File: src/rtl/codec_pkg.sv
package codec_pkg;

    typedef enum logic [1:0] {
        ENG_IDLE   = 2'd0,
        ENG_SHIFT  = 2'd1,
        ENG_COMMIT = 2'd2
    } eng_state_t;

endpackage

File: src/rtl/codec_sync_fifo.sv
module codec_sync_fifo #(
    parameter int W     = 8,
    parameter int DEPTH = 16
) (
    input  logic         clk,
    input  logic         rst_n,
    input  logic         flush,
    input  logic         push,
    input  logic [W-1:0] push_data,
    input  logic         pop,
    output logic [W-1:0] head,
    output logic         empty,
    output logic         full
);
    localparam int AW = (DEPTH > 1) ? $clog2(DEPTH) : 1;
    localparam int CW = $clog2(DEPTH + 1);
    localparam logic [AW-1:0] LAST = AW'(DEPTH - 1);
    localparam logic [CW-1:0] CAP  = CW'(DEPTH);

    logic [W-1:0]  store [DEPTH];
    logic [AW-1:0] wptr, rptr;
    logic [CW-1:0] count;
    logic          do_push, do_pop;

    assign empty   = (count == '0);
    assign full    = (count == CAP);
    assign do_push = push && !full && !flush;
    assign do_pop  = pop && !empty && !flush;
    assign head    = store[rptr];

    always_ff @(posedge clk) begin
        if (do_push) store[wptr] <= push_data;
    end

    always_ff @(posedge clk or negedge rst_n) begin
        if (!rst_n) begin
            wptr  <= '0;
            rptr  <= '0;
            count <= '0;
        end else if (flush) begin
            wptr  <= '0;
            rptr  <= '0;
            count <= '0;
        end else begin
            if (do_push) wptr <= (wptr == LAST) ? '0 : wptr + 1'b1;
            if (do_pop)  rptr <= (rptr == LAST) ? '0 : rptr + 1'b1;
            unique case ({do_push, do_pop})
                2'b10:   count <= count + 1'b1;
                2'b01:   count <= count - 1'b1;
                default: count <= count;
            endcase
        end
    end

    // occupancy never passes capacity
    a_r3_no_overflow: assert property (@(posedge clk) disable iff (!rst_n)
        count <= CAP);

    // a push into a full queue without a pop leaves it full
    a_r3_full_holds: assert property (@(posedge clk) disable iff (!rst_n)
        (full && push && !pop && !flush) |=> full);

endmodule

File: src/rtl/codec_serial_engine.sv
module codec_serial_engine
    import codec_pkg::*;
#(
    parameter int W = 8
) (
    input  logic         clk,
    input  logic         rst_n,
    input  logic         enable,
    input  logic         byte_tick,
    input  logic         tx_empty,
    input  logic [W-1:0] tx_head,
    input  logic         rx_full,
    input  logic         sdi,
    output logic         tx_pop,
    output logic         rx_push,
    output logic [W-1:0] rx_byte,
    output logic         byte_done,
    output logic         sdo,
    output logic         frame
);
    localparam int BW = (W > 1) ? $clog2(W) : 1;
    localparam logic [BW-1:0] LAST_BIT = BW'(W - 1);

    eng_state_t     state, state_nx;
    logic [BW-1:0]  bit_cnt;
    logic [W-1:0]   tx_sh, rx_sh;
    logic           frame_q;
    logic           start;

    assign start = (state == ENG_IDLE) && enable && byte_tick;

    // next-state logic
    always_comb begin
        state_nx = state;
        unique case (state)
            ENG_IDLE:   if (start) state_nx = ENG_SHIFT;
            ENG_SHIFT:  if (bit_cnt == LAST_BIT) state_nx = ENG_COMMIT;
            ENG_COMMIT: state_nx = ENG_IDLE;
            default:    state_nx = ENG_IDLE;
        endcase
        if (!enable) state_nx = ENG_IDLE;
    end

    // state register
    always_ff @(posedge clk or negedge rst_n) begin
        if (!rst_n) state <= ENG_IDLE;
        else        state <= state_nx;
    end

    // datapath registers
    always_ff @(posedge clk or negedge rst_n) begin
        if (!rst_n) begin
            bit_cnt <= '0;
            tx_sh   <= '0;
            rx_sh   <= '0;
            frame_q <= 1'b0;
        end else begin
            frame_q <= start;
            if (start) begin
                tx_sh   <= tx_empty ? '0 : tx_head;
                bit_cnt <= '0;
            end else if (state == ENG_SHIFT && enable) begin
                tx_sh   <= {tx_sh[W-2:0], 1'b0};
                rx_sh   <= {rx_sh[W-2:0], sdi};
                bit_cnt <= bit_cnt + 1'b1;
            end
        end
    end

    // outputs
    always_comb begin
        tx_pop    = start && !tx_empty;
        byte_done = (state == ENG_COMMIT) && enable;
        rx_push   = byte_done && !rx_full;
        rx_byte   = rx_sh;
        sdo       = (state == ENG_SHIFT) ? tx_sh[W-1] : 1'b0;
        frame     = frame_q;
    end

    // frame lasts one cycle
    a_r5_frame_single: assert property (@(posedge clk) disable iff (!rst_n)
        frame |=> !frame);

    // the cycle after a frame pulse is a shifting cycle
    a_r5_frame_then_shift: assert property (@(posedge clk) disable iff (!rst_n)
        (frame && enable) |-> (state == ENG_SHIFT));

    // a strobe during shifting does not restart the frame
    a_r10_tick_ignored: assert property (@(posedge clk) disable iff (!rst_n)
        (state == ENG_SHIFT && byte_tick) |=> !frame);

    // a commit is always preceded by shifting
    a_r6_commit_after_shift: assert property (@(posedge clk) disable iff (!rst_n)
        (state == ENG_COMMIT) |-> ($past(state) == ENG_SHIFT));

endmodule

File: src/rtl/codec_irq_gen.sv
module codec_irq_gen #(
    parameter int BYTES_PER_IRQ = 8
) (
    input  logic clk,
    input  logic rst_n,
    input  logic enable,
    input  logic byte_done,
    input  logic ack,
    output logic irq_pulse,
    output logic irq_pend
);
    localparam int CW = (BYTES_PER_IRQ > 1) ? $clog2(BYTES_PER_IRQ) : 1;
    localparam logic [CW-1:0] WRAP = CW'(BYTES_PER_IRQ - 1);

    logic [CW-1:0] cnt;
    logic          fire;

    assign fire = byte_done && (cnt == WRAP);

    always_ff @(posedge clk or negedge rst_n) begin
        if (!rst_n) begin
            cnt       <= '0;
            irq_pulse <= 1'b0;
            irq_pend  <= 1'b0;
        end else begin
            irq_pulse <= fire;
            if (fire)     irq_pend <= 1'b1;
            else if (ack) irq_pend <= 1'b0;
            if (!enable)        cnt <= '0;
            else if (fire)      cnt <= '0;
            else if (byte_done) cnt <= cnt + 1'b1;
        end
    end

    // interrupt is a single-cycle pulse
    a_r7_pulse_single: assert property (@(posedge clk) disable iff (!rst_n)
        irq_pulse |=> !irq_pulse);

    // pending is set whenever a pulse is present
    a_r8_pend_with_pulse: assert property (@(posedge clk) disable iff (!rst_n)
        irq_pulse |-> irq_pend);

    // acknowledge with no completing byte clears pending
    a_r8_ack_clears: assert property (@(posedge clk) disable iff (!rst_n)
        (ack && !byte_done) |=> !irq_pend);

    // count is zero after a disabled cycle, so no pulse right after
    a_r9_no_fire_after_off: assert property (@(posedge clk) disable iff (!rst_n)
        !enable |=> !irq_pulse);

endmodule

File: src/rtl/codec_fifo_if.sv
module codec_fifo_if
    import codec_pkg::*;
#(
    parameter int HOST_W        = 16,
    parameter int BYTE_W        = 8,
    parameter int FIFO_DEPTH    = 16,
    parameter int BYTES_PER_IRQ = 8
) (
    input  logic              clk,
    input  logic              rst_n,
    input  logic              codec_sel,
    input  logic              host_wr,
    input  logic [HOST_W-1:0] host_wdata,
    input  logic              host_rd,
    output logic [HOST_W-1:0] host_rdata,
    input  logic              irq_ack,
    input  logic              byte_tick,
    input  logic              codec_sdi,
    output logic              codec_sdo,
    output logic              codec_frame,
    output logic              codec_irq,
    output logic              codec_irq_pend,
    output logic [3:0]        fifo_status
);
    localparam int PAD_W = HOST_W - BYTE_W;

    logic              tx_empty, tx_full, rx_empty, rx_full;
    logic              tx_pop, rx_push, byte_done;
    logic [BYTE_W-1:0] tx_head, rx_head, rx_byte;
    logic              flush;

    assign flush = !codec_sel;

    codec_sync_fifo #(.W(BYTE_W), .DEPTH(FIFO_DEPTH)) u_tx_fifo (
        .clk       (clk),
        .rst_n     (rst_n),
        .flush     (flush),
        .push      (host_wr && codec_sel),
        .push_data (host_wdata[BYTE_W-1:0]),
        .pop       (tx_pop),
        .head      (tx_head),
        .empty     (tx_empty),
        .full      (tx_full)
    );

    codec_sync_fifo #(.W(BYTE_W), .DEPTH(FIFO_DEPTH)) u_rx_fifo (
        .clk       (clk),
        .rst_n     (rst_n),
        .flush     (flush),
        .push      (rx_push),
        .push_data (rx_byte),
        .pop       (host_rd && codec_sel),
        .head      (rx_head),
        .empty     (rx_empty),
        .full      (rx_full)
    );

    codec_serial_engine #(.W(BYTE_W)) u_engine (
        .clk       (clk),
        .rst_n     (rst_n),
        .enable    (codec_sel),
        .byte_tick (byte_tick),
        .tx_empty  (tx_empty),
        .tx_head   (tx_head),
        .rx_full   (rx_full),
        .sdi       (codec_sdi),
        .tx_pop    (tx_pop),
        .rx_push   (rx_push),
        .rx_byte   (rx_byte),
        .byte_done (byte_done),
        .sdo       (codec_sdo),
        .frame     (codec_frame)
    );

    codec_irq_gen #(.BYTES_PER_IRQ(BYTES_PER_IRQ)) u_irq (
        .clk       (clk),
        .rst_n     (rst_n),
        .enable    (codec_sel),
        .byte_done (byte_done),
        .ack       (irq_ack),
        .irq_pulse (codec_irq),
        .irq_pend  (codec_irq_pend)
    );

    always_comb begin
        host_rdata  = (codec_sel && !rx_empty) ? {{PAD_W{1'b0}}, rx_head} : '0;
        fifo_status = {rx_full, rx_empty, tx_full, tx_empty};
    end

    // deselecting empties both queues
    a_r9_flush: assert property (@(posedge clk) disable iff (!rst_n)
        !codec_sel |=> (fifo_status[0] && fifo_status[2]));

    // the upper half of the read word is always zero
    a_r2_upper_zero: assert property (@(posedge clk) disable iff (!rst_n)
        host_rdata[HOST_W-1:BYTE_W] == '0);

    // an accepted write makes the transmit queue non-empty
    a_r1_write_lands: assert property (@(posedge clk) disable iff (!rst_n)
        (host_wr && codec_sel && tx_empty) |=> !fifo_status[0]);

    // upper write bits never reach the serial line during deselect
    a_r1_quiet_off: assert property (@(posedge clk) disable iff (!rst_n)
        (!codec_sel && host_wdata[HOST_W-1]) |=> !codec_sdo);

endmodule

File: config.mk
export PLATFORM = sky130hd
export DESIGN_NAME = codec_fifo_if
export DESIGN_NICKNAME = d
export VERILOG_FILES = /design/src/rtl/codec_pkg.sv /design/src/rtl/codec_sync_fifo.sv /design/src/rtl/codec_serial_engine.sv /design/src/rtl/codec_irq_gen.sv /design/src/rtl/codec_fifo_if.sv
export SDC_FILE = /design/constraint.sdc
export NUM_CORES = 1
export LEC_CHECK = 0
export ABC_AREA = 1
export BUFFER_PORTS_ARGS = -buffer_cell sky130_fd_sc_hd__buf_2
export CORE_UTILIZATION = 56
export DETAILED_ROUTE_END_ITERATION = 7
export GPL_ROUTABILITY_DRIVEN = 1
export PLACE_DENSITY = 0.76
export SLEW_MARGIN = 40
export SYNTH_ARGS = -nofsm -noshare
export SYNTH_HDL_FRONTEND = slang
export SYNTH_SLANG_ARGS = --single-unit
File: constraint.sdc
create_clock -name clk -period 1.8 [get_ports clk]
set_clock_uncertainty 0.05 [all_clocks]
set_input_delay 0.36 -clock clk [delete_from_list [all_inputs] [get_ports clk]]
set_output_delay 0.36 -clock clk [all_outputs]
set_load 0.03 [all_outputs]
# Yosys cells after proc, flatten, opt, wreduce, memory -nomap -nowiden
# Memories as Yosys holds them, arrays and structs flattened.
# Cells that the tools add are included.
[classes]
n_addsub = 10
bitwise = 1
muxes = 36
reduce_logical = 29
eq_ne = 23
[op_table]
columns = ["op", "count"]
rows = [
  ["$mux 4", 12],
  ["$mux 8", 4],
  ["$pmux 5 s2", 2],
  ["$logic_and 1x1->1", 18],
  ["$add 4x1->4 const B", 4],
  ["$eq 4x4->1 const B", 4],
  ["$mux 3", 5],
  ["$add 5x1->5 const B", 2],
  ["$eq 5x5->1 const B", 2],
  ["$logic_not 5->1", 2],
  ["$mux 5", 2],
  ["$sub 5x1->5 const B", 2],
  ["$ne 3x1->1 const B", 3],
  ["$ne 2x1->1 const B", 4],
  ["$mux 1", 7],
  ["$add 3x1->3 const B", 2],
  ["$eq 2x1->1 const B", 3],
  ["$eq 2x2->1 const B", 3],
  ["$eq 3x3->1 const B", 2],
  ["$mux 2", 3],
  ["$ne 3x2->1 const B", 2],
  ["$logic_not 1->1", 4],
  ["$pmux 2 s2", 1],
  ["$reduce_and 2->1", 2],
  ["other kinds (3)", 4],
]
[word_totals]
in_bits = 24
elab_cells = 115
register_bits = 53
mem_count = 2
out_inout_bits = 24
ram_bits = 256
[memory_table]
columns = ["name", "depth", "width", "read_ports", "rd_ports_with_merged_regs", "wr", "line", "text"]
rows = [
  ["u_rx_fifo.store", 16, 8, 1, 0, 1, "codec_sync_fifo.sv:20", "logic [W-1:0] store [DEPTH];"],
  ["u_tx_fifo.store", 16, 8, 1, 0, 1, "codec_sync_fifo.sv:20", ""],
]

# Longest topological paths before layout
# Gate-level depths: netlist of run 1.
[logic_depth]
word_depth = 9
depth_mapped = 17
depth_no_buf = 16

# Cells and area by module
# From an unflattened synthesis of run 1, not the netlist that was laid out.
[hier_totals]
hier_cells = 1182
area_unflattened_um2 = 13467.9
[by_module_without_submodules]
columns = ["mod", "area_per_inst_um2", "n_inst", "seq_area_each_um2", "cells_per_inst"]
rows = [
  ["codec_sync_fifo at u_tx_fifo", 5994.5, 1, 4169.0, 500],
  ["codec_sync_fifo at u_rx_fifo", 5963.2, 1, 4169.0, 502],
  ["codec_serial_engine", 1109.8, 1, 550.5, 121],
  ["codec_irq_gen", 217.7, 1, 125.1, 23],
  ["codec_fifo_if", 182.7, 1, 0.0, 36],
]

# Least setup slack after synthesis of run 1
# No wires, ideal clock.
[synth_timing]
path_kind = "reg2out"
start = "register u_rx_fifo.rptr[0]"
end = "output host_rdata[2]"
path_buffers = 1
t_arrival_ps = 1898
t_required_ps = 1390
path_slack_ps = -508
path_stages_with_launch = 8
cell_sequence = "dfrtp_1 -> inv_1 -> clkbuf_1 -> nor2_1 -> o211ai_1 -> nand3_1 -> a21oi_1 -> a21boi_0"
[synth_via]
elab_chain_cells = 2
[synth_lines]
columns = ["element", "line", "text"]
rows = [
  ["start, declared", "codec_sync_fifo.sv:21", "logic [AW-1:0] wptr, rptr;"],
  ["start signal, assigned", "codec_sync_fifo.sv:46", "if (do_pop) rptr <= (rptr == LAST) ? '0 : rptr + 1'b1;"],
  ["$mem_v2 16x8", "--", ""],
  ["$mux 8", "codec_fifo_if.sv:86", "host_rdata = (codec_sel && !rx_empty) ? {{PAD_W{1'b0}}, rx_head} : '0;"],
  ["end, declared", "codec_fifo_if.sv:15", "output logic [HOST_W-1:0] host_rdata,"],
]
# No other way between the ends.

# Worst setup path in the final report of run 1
[layout_timing]
start = "register u_rx_fifo.rptr[1]"
end = "output host_rdata[3]"
# Same word-level chain as after synthesis.

==> qor.yml, run 1 <==
clock_network:
  cts_sinks: 309
  cts_tree: "built"
  numCtsBuffers: 30
  clk_latency_ns: 0.57
  clockBufferDepth: 3
  clockRootBuffer: "clkbuf_16"
  clk_pin_slew_ns: 0.07
  htreeDepth: 1
global_routing:
  grt_pass1_wl_mm: 47.7
  grt_remaining_overflow: 0
  grt_usage_pct: 26.1
  grt_max_degree: 55
  antenna_found_initial: 0
  grt_pass1_vias: 8963
place:
  hpwl_mm: 19.5
  gp_congestion: 0.876
  place_inst: 1558
  port_buffers: 31
  dpl_worst_slack_ns: -0.353
synthesis:
  synth_compound_area_share_pct: 10.5
  synthArstFlopShare_pct: 17.2
  synth_simple_gate_area_share_pct: 13.4
  synth_area_leaders: "edfxtp_1, dfrtp_1, nand2_1"
  synth_top_area_share_pct: 58.5
  synth_edf_count: 256
  syn-cell-area_um2: 13100
  syn_avg_cell_area_um2: 11.5
  ys_ff_latch: 309
  synthCells: 1143
  ys_seq_area_share_pct: 68.6
  ys_types: 43
  synthTopCellsByCount: "edfxtp_1, nand2_1, nor2_1"
  ys_warn_count: 0
  synth_xor_area_share_pct: 0.267
  synth_top_flop_cell: "edfxtp_1"
  synthMuxAreaShare_pct: 0.610
  yosys.cell_count.top_type: "edfxtp_1"
  synth_top_family_by_area: "simple AND/OR/NAND/NOR gates"
  synth_largest_area_cell: "edfxtp_1"
  synthAdderAreaFrac_pct: 1.71
power_and_ir_drop:
  power_density_nw_per_um2: 1300
  report.power.total_w: 0.0221
  p_leak_nw: 6.54
  peakVddDrop_mv: 1.39
drt:
  dr.first_iter.drc_count: 1290
  viasPerCell: 5.88
  met1_length_mm: 13.0
  dr_wl_met3_mm: 3.04
  drc: 0
  vias: 9760
  detail_route.wl_per_cell_um: 20.7
  ant_nets: 0
  routed.top_layer: "met4"
  met2_length_mm: 17.2
  drtPass1Iterations: 5
  wl_mm: 34.4
timing:
  tightest_slew_ns: 0.898
  maxSlewViolCount: 0
  setup_ws_ns: -0.943
  hold_viol: 0
  rsz0062_at_grt: "yes"
  relSlewSlack_pct: 40.1
  min_period_ns: 2.74
  finalSetupViolCount: 152
  fin_crit_sh_pct: 152
  fmax_ghz: 0.365
final_layout:
  antenna_cells: 0
  fillers: 1376
  drive_above_1_share_pct: 29.8
  multiInputGateArea_um2: 4260
  nets: 1366
  final_cells: 1661
  regArea_um2: 9020
  areaGrowthSynthToFinish_pct: 29.1
floorplan:
  die-area_um2: 24100
  die_width_um: 155
  dieHeight_um: 155
  core_um2: 22800
  io_pins: 48
  rows: 55
  start_util_pct: 57.5
run_status:
  violations: "setup timing"
  status: "complete, but fails checks"
worst_setup_path:
  cp.required_ns: 1.39
  crit_path_start_kind: "register"
  arrival_ns: 2.33
  path_class: "reg2out"
  critPathCaptureType: "output pin"
  path_max_fanout: 14
min_path:
  hold_class: "in2reg"
run:
  max_cap_viol_count: 0
==> worst max-delay path, stage by stage (launching register included) <==
cell and delay, ns:
dfrtp_2 0.39, buf_4 0.15, clkbuf_16 0.17, o21ai_0 0.13, o211ai_1 0.23, nand3_1 0.14, a21oi_2 0.21, a21boi_4 0.21
buf_6 0.14
==> layout by cell type, fill, tap and decap left out, types with 5 or more instances in the layout <==
cell and instances:
a21bo_2 5, a21boi_4 9, a21oi_1 41, a21oi_2 6
buf_12 14, buf_2 18, buf_4 110, buf_6 48
clkbuf_1 5, clkbuf_16 37, clkinv_2 7, conb_1 8
dfrtp_1 49, edfxtp_1 256, ha_1 14, inv_1 59
inv_2 13, mux2i_1 7, nand2_1 160, nand2_2 20
nand2_4 6, nand2_8 6, nand3_1 54, nand3_2 19
nand3_4 6, nor2_1 112, nor2_2 7, nor2_4 21
o211ai_1 10, o21ai_0 86, o21ai_1 31, o21ai_2 6
o221ai_1 6, o22ai_1 21, o2bb2ai_1 5
==> worst paths after layout <==
kind | slack [ns] | startpoint | cells past startpoint | endpoint
worst max-delay path | -0.94 | u_rx_fifo.rptr[1]$_DFFE_PN0P_ | 8 | host_rdata[3]
worst min-delay path | 0.15 | host_wdata[0] | 1 | u_tx_fifo.store[2][0]$_DFFE_PP_
worst max register to register | -0.19 | u_rx_fifo.count[2]$_DFFE_PN0P_ | 17 | u_rx_fifo.count[4]$_DFFE_PN0P_
worst min register to register | 0.45 | u_engine.tx_sh[0]$_DFFE_PN0P_ | 2 | u_engine.tx_sh[0]$_DFFE_PN0P_
max in group asynchronous | 1.14 | rst_n | 3 | u_tx_fifo.rptr[1]$_DFFE_PN0P_
min in group asynchronous | 0.26 | rst_n | 3 | u_rx_fifo.count[3]$_DFFE_PN0P_
==> cell families after synthesis <==
group                      count (synthesis)
AOI/OAI and AO/OA                        240
xor gates and xnor gates                   4
adders and majority gates                 18
buffers and inverters                    143
DFF                                      309
muxes                                      8
other                                      1
and+or+nand+nor                          420
==> final cells by class <==
| cell class | instances | share of cell area [%] |
|---|---|---|
| inverter | 83 | 2.08 |
| timing repair inverter | 1 | 0.0443 |
| sequential | 309 | 53.2 |
| multi-input combinational | 698 | 25.1 |
| clock inverter | 14 | 0.804 |
| timing repair buffer | 201 | 11.5 |
| tap | 313 | 2.31 |
| clock buffer | 42 | 5.02 |
==> flip-flops by register name, summed over array words and instances, names as in the netlist <==
signal            cells
u_irq.cnt             3
u_engine.tx_sh        8
u_engine.bit_cnt      3
u_tx_fifo.wptr        4
u_engine.rx_byte      8
u_engine.state        2
u_irq.irq_pend        1
u_engine.frame        1
u_rx_fifo.wptr        4
u_rx_fifo.store     128
u_tx_fifo.rptr        4
u_tx_fifo.store     128
u_irq.irq_pulse       1
u_rx_fifo.count       5
u_tx_fifo.count       5
u_rx_fifo.rptr        4
==> layer usage <==
metal	GRT usage, %	vias to the layer above
li1	-	4379
met1	35.2	4775
met2	43.5	507
met3	3.73	99
met4	9.19	0
met5	0	-
==> metrics by stage <==
| step | util, % | cell area, um2 | TNS, ns | hold slack [ns] |
|---|---|---|---|---|
| after detailed placement | 63.8 | 14600 | -25.53 | 0.328 |
| after global placement | 63.8 | 14600 | -19.29 | 0.323 |
| after global routing | 74.3 | 17000 | -25.12 | 0.148 |
| after CTS | 69.9 | 16000 | -7.75 | 0.148 |
| final | 74.3 | 17000 | -10.52 | 0.149 |
| after floorplan | - | 13300 | -5.46 | 0.0144 |
==> repair_timing <==
action / in CTS / in global routing
hold buffers: 3 / 0
setup endpoints to repair: 70 / 269
pin swaps: 22 / 62
buffers inserted: 12 / 32
gates resized for setup: 76 / 193
gates cloned: 0 / 11
hold endpoints to repair: 55 / 0
==> power by group <==
part	total [W]	switching (W)	internal, W
registers	0.00885	0.000502	0.00835
logic	0.00699	0.00389	0.00310
clock network	0.00625	0.00265	0.00360
total	0.0221	0.00704	0.0151
(Power assumes the default switching activity.)
==> inputs of run 2 (changes only) <==
- CORE_UTILIZATION: 56 -> 67
- PLACE_DENSITY: 0.76 -> 0.85
- SYNTH_HIERARCHICAL: unset -> 1
- clock period: 1.8 -> 3.3 ns (I/O delays scaled with it)
==> run 2 against run 1 <==
Effect of this change:
- the flow still finishes with violations (setup timing)
- via count decreased by 4.0%
- non-clock buffer count decreased by 121
- hold slack lost 0.11 ns
- sequential share of layout area up 6.7 points
- largest cell class unchanged
- total power down 57%
- synthesized cell count grew 3.4%
- cell count down 8.2%
- flip-flop and latch count stayed put
- critical endpoint unchanged
- global-route usage up 3.7 points
- die area decreased by 14%
- area after synthesis grew 2.5%
==> qor.yml, run 2 <==
synthesis:
  synthArstFlopShare_pct: 17.2
  ys_types: 40
  syn_avg_cell_area_um2: 11.4
  ys_warn_count: 6
  synth_largest_area_cell: "edfxtp_1"
  syn-cell-area_um2: 13500
  synth_edf_count: 256
  synth_top_area_share_pct: 57.1
  synth_area_leaders: "edfxtp_1, dfrtp_1, nand2_1"
  ys_ff_latch: 309
  synthCells: 1182
  yosys.cell_count.top_type: "edfxtp_1"
  synthTopCellsByCount: "edfxtp_1, nand2_1, nor2_1"
  ys_seq_area_share_pct: 66.9
  synth_top_flop_cell: "edfxtp_1"
global_routing:
  grt_remaining_overflow: 0
  grt_max_degree: 74
  antenna_found_initial: 0
  grt_pass1_wl_mm: 45.7
  grt_usage_pct: 29.7
  grt_pass1_vias: 8713
timing:
  tightest_slew_ns: 0.803
  maxSlewViolCount: 0
  setup_ws_ns: -0.00716
  rsz0062_at_grt: "yes"
  fmax_ghz: 0.302
  finalSetupViolCount: 1
  hold_viol: 0
  fin_crit_sh_pct: 100
  min_period_ns: 3.31
  relSlewSlack_pct: 46.5
final_layout:
  multiInputGateArea_um2: 3720
  largestRegisters: "u_rx_fifo/store x128, u_tx_fifo/store x128"
  regArea_um2: 9020
  layout_common_cells: "edfxtp_1, nand2_1, nor2_1, o21ai_0, inv_1"
  fin_area_um2: 15100
  nets: 1283
  fillers: 1128
  final_cells: 1524
  final_util_pct: 76.9
  final_common_cell: "edfxtp_1"
  antenna_cells: 0
  areaGrowthSynthToFinish_pct: 11.8
  drive_above_1_share_pct: 15.3
worst_setup_path:
  slowest_delay_ns: 0.54
  cp_slowest_cell: "dfrtp_1"
  crit_path_start_kind: "register"
  path_max_fanout: 14
  path_class: "reg2out"
  path_cells: "nand2_2, inv_1, nand3_1, nand2_1, a21oi_1, o21ai_1, nand2_1, inv_1, nor2_1, buf_2"
  critPathCaptureType: "output pin"
  cp.required_ns: 2.59
  arrival_ns: 2.60
floorplan:
  start_util_pct: 68.7
  dieHeight_um: 144
  die-area_um2: 20700
  die_width_um: 144
  core_um2: 19600
  rows: 51
  io_pins: 48
clock_network:
  clk_pin_slew_ns: 0.07
  clk_latency_ns: 0.56
  clockBufferDepth: 3
  cts_tree: "built"
  numCtsBuffers: 29
  cts_sinks: 309
  clockRootBuffer: "clkbuf_16"
  htreeDepth: 1
drt:
  ant_nets: 0
  dr.first_iter.drc_count: 1266
  drc: 0
  vias: 9373
  viasPerCell: 6.15
  drtPass1Iterations: 5
  wl_mm: 30.7
  detail_route.wl_per_cell_um: 20.1
power_and_ir_drop:
  peakVddDrop_mv: 0.517
  p_leak_nw: 5.84
  power_density_nw_per_um2: 633
  report.power.total_w: 0.00953
place:
  dpl_worst_slack_ns: 0.358
  place_inst: 1462
  gp_congestion: 0.868
  place_area_um2: 13900
  hpwl_mm: 18.4
  port_buffers: 31
run:
  max_cap_viol_count: 0
min_path:
  hold_class: "in2async"
run_status:
  status: "complete, but fails checks"
  violations: "setup timing"
run 2: changes by cell type after synthesis, moves of 10 or more:
cell	before	now
nand3_1	78	49
nand4_1	4	26
o211ai_1	10	20
o21ai_1	2	33
clkbuf_1	18	8
nor2_1	136	151
o21ai_0	121	96
run 2: final cells by class:
cell class / count / share of cell area [%]
clock buffer: 41 / 5.32
clock inverter: 12 / 1.13
inverter: 91 / 2.44
multi-input combinational: 726 / 24.7
sequential: 309 / 59.9
tap: 265 / 2.20
timing repair buffer: 80 / 4.29
run 2: worst paths after layout:
path / end / slack (ns) / cells after the start / start
hold / removal: u_rx_fifo/rptr[0]$_DFFE_PN0P_ / 0.04 / 1 / rst_n
setup reg to reg: u_tx_fifo/count[4]$_DFFE_PN0P_ / 0.59 / 17 / u_tx_fifo/count[4]$_DFFE_PN0P_
hold reg to reg: u_engine/bit_cnt[1]$_DFFE_PN0P_ / 0.44 / 2 / u_engine/bit_cnt[1]$_DFFE_PN0P_
max in group asynchronous: u_rx_fifo/rptr[3]$_DFFE_PN0P_ / 2.57 / 2 / rst_n
min in group clk: u_irq/irq_pend$_DFFE_PN0P_ / 0.24 / 2 / irq_ack
setup / recovery: host_rdata[3] / -0.007 / 10 / u_rx_fifo/rptr[2]$_DFFE_PN0P_
run 2: timing repair:
item	in CTS	in global routing
pin swaps	1	3
gates cloned	1	2
buffers inserted	0	6
gates resized for setup	2	12
endpoints found under the setup margin	1	8
hold buffers	0	0
run 2: through the flow:
step	hold WS, ns	TNS, ns
floorplan	0.314	0
global placement	0.416	0
detailed placement	0.424	0
CTS	0.0600	0
global route	0.0825	-0.0662
finish	0.0394	-0.00716
run 2: logic make-up after synthesis:
logic type,Yosys count,share of synthesized area (%)
compound gates,236,9.67
buf+inv,154,5.65
simple gates,456,15.3
flops,309,66.9
other cells,1,0.0278
xor+xnor,4,0.260
fa+ha+maj,22,2.16
run 2: layer usage:
metal / vias up / part of all wire [%] / track usage (%) / routed length (um)
met4: 0 / 3.0 / 11.4 / 936
li1: 4203 / - / - / -
met5: - / 0 / 0 / 0
met3: 89 / 9.6 / 4.53 / 2960
met1: 4489 / 37 / 38.7 / 11400
met2: 592 / 50 / 50.7 / 15400
run 2: critical path, delay by kind of cell (launching register included):
family | cells | cell delay (ns)
AO/OA/AOI/OAI | 2 | 0.28
buffers and inverters | 3 | 0.42
AND/OR/NAND/NOR | 5 | 0.77
flip-flops | 1 | 0.54
run 2: power breakdown:
group | switching [W] | internal [W]
combinational | 0.000893 | 0.000430
clock | 0.00137 | 0.00200
sequential | 0.000309 | 0.00453
==> inputs of run 3 (changes only) <==
- CORE_UTILIZATION: 67 -> 62
- PLACE_DENSITY: 0.85 -> 0.8
- clock period: 3.3 -> 3.1 ns (I/O delays scaled with it)
==> run 3 against run 2 <==
Effect of this change:
- the flow now finishes without violations
- register-to-register slack worse by 0.15 ns
- total power increased by 3.8%
- cell count is 0.46% higher
- first-iteration DRC count decreased by 36%
- clock-buffer cell count fell by 5
- non-clock buffer count fell by 5
- hold slack improved by 0.16 ns
- worst setup slack gained 0.13 ns
- critical path type unchanged
- largest cell class unchanged
- highest routed layer unchanged
==> qor.yml, run 3 (synthesis gave the netlist of run 2 again) <==
floorplan:
  die_width_um: 149
  dieHeight_um: 149
  die-area_um2: 22300
  core_um2: 21200
  rows: 53
  start_util_pct: 63.7
  io_pins: 48
clock_network:
  clockBufferDepth: 3
  htreeDepth: 1
  clockRootBuffer: "clkbuf_16"
  post_cts.repair.setup_buffers: 0
  clk_latency_ns: 0.55
  cts_tree: "built"
  numCtsBuffers: 30
  clk_pin_slew_ns: 0.06
  cts_sinks: 309
worst_setup_path:
  crit_path_start_kind: "register"
  path_cells: "buf_4, o21ai_0, o22ai_1, o21ai_1, nand2_1, inv_1, nor2_1, buf_2"
  cp.required_ns: 2.43
  crit_buf_inv: 3
  path_class: "reg2out"
  path_max_fanout: 32
  critPathCaptureType: "output pin"
  slowest_delay_ns: 0.42
  path_delay_family: "compound AO/OA/AOI/OAI gates"
  cp_slowest_cell: "dfrtp_2"
  arrival_ns: 2.31
drt:
  viasPerCell: 5.82
  wl_mm: 28.3
  ant_nets: 0
  detail_route.wl_per_cell_um: 18.5
  dr.first_iter.drc_count: 805
  drtPass1Iterations: 6
  drc: 0
  vias: 8913
final_layout:
  fin_area_um2: 14900
  drive_above_1_share_pct: 14.7
  final_common_cell: "edfxtp_1"
  layout_common_cells: "edfxtp_1, nand2_1, nor2_1, o21ai_0, inv_1"
  areaGrowthSynthToFinish_pct: 10.7
  antenna_cells: 0
  largestRegisters: "u_rx_fifo/store x128, u_tx_fifo/store x128"
  nets: 1279
power_and_ir_drop:
  peakVddDrop_mv: 0.526
  power_density_nw_per_um2: 664
  p_leak_nw: 5.76
timing:
  rsz0062_at_grt: "no"
  fmax_ghz: 0.336
  relSlewSlack_pct: 50.8
  whs_ns: 0.204
  maxSlewViolCount: 0
  fin_tns_setup_ns: 0
  fin_crit_sh_pct: 96.1
  hold_viol: 0
  min_period_ns: 2.98
  tightest_slew_ns: 0.735
  finalSetupViolCount: 0
place:
  port_buffers: 31
  place_area_um2: 13900
  hpwl_mm: 17.7
  gp_congestion: 0.838
global_routing:
  grt_pass1_vias: 8643
  antenna_found_initial: 0
  grt_max_degree: 60
  grt_pass1_wl_mm: 44.3
  grt_remaining_overflow: 0
  grt_usage_pct: 26.1
min_path:
  hold_class: "in2reg"
run_status:
  status: "complete, no violations"
run:
  max_cap_viol_count: 0
[run 3: cell types whose count changed in the layout (fill, tap and decap cells not counted), moves of 2 or more]
cell        delta
nand2_2        -2
buf_2          +2
clkbuf_8       -3
buf_4          -3
clkinv_1       +6
clkbuf_1       -4
bufinv_16      -2
clkinvlp_2     +2
dfrtp_2        +2
buf_6          +2
nand2_1        +2
[run 3: what timing repair did]
action                                  4_1_cts  5_1_grt
hold endpoints to repair                      7        0
endpoints found under the setup margin        0        8
gates resized for setup                       0        7
hold buffers                                  1        0
[run 3: metal layers]
layer	vias up	routed length, um	GRT usage [%]
li1	4219	-	-
met1	4250	10900	32.9
met2	350	14400	44.7
met3	94	1710	3.58
met4	0	1270	12.4
met5	-	0	0
[run 3: area by class of cell]
cell class / count / area, um2
inverters: 91 / 365
clock inverters: 19 / 149
repair buffers: 75 / 523
multi-input cells: 726 / 3720
clock buffers: 36 / 795
well taps: 275 / 344
flip-flops and latches: 309 / 9020
fillers: 1418 / 6240
[run 3: metrics by stage]
stage                     utilization (%)  total power, W  cells  setup WS [ns]
after floorplan                         -         0.00605   1189          0.664
after global placement               65.9         0.00643   1475          0.286
after detailed placement             65.9         0.00648   1475          0.191
after CTS                            70.4         0.00993   1531         0.0222
after global routing                 70.5          0.0103   1531         0.0185
final                                70.5         0.00990   1531          0.121
[run 3: final timing paths]
path	endpoint	cells past startpoint	slack (ns)	from
worst max-delay path	host_rdata[5]	8	0.12	u_rx_fifo/rptr[0]$_DFFE_PN0P_
worst min-delay path	u_irq/irq_pend$_DFFE_PN0P_	2	0.20	irq_ack
worst max register to register	u_tx_fifo/count[4]$_DFFE_PN0P_	16	0.44	u_engine/state[0]$_DFFE_PN0P_
worst min register to register	u_engine/bit_cnt[0]$_DFFE_PN0P_	1	0.44	u_engine/bit_cnt[0]$_DFFE_PN0P_
max in group asynchronous	u_rx_fifo/rptr[0]$_DFFE_PN0P_	3	1.73	rst_n
min in group asynchronous	u_tx_fifo/wptr[3]$_DFFE_PN0P_	2	0.43	rst_n
[run 3: where the power goes]
group          switching [W]  internal (W)  total [W]
registers           0.000332       0.00482    0.00515
clock network        0.00148       0.00199    0.00347
logic               0.000888      0.000388    0.00128
total                0.00270       0.00719    0.00990
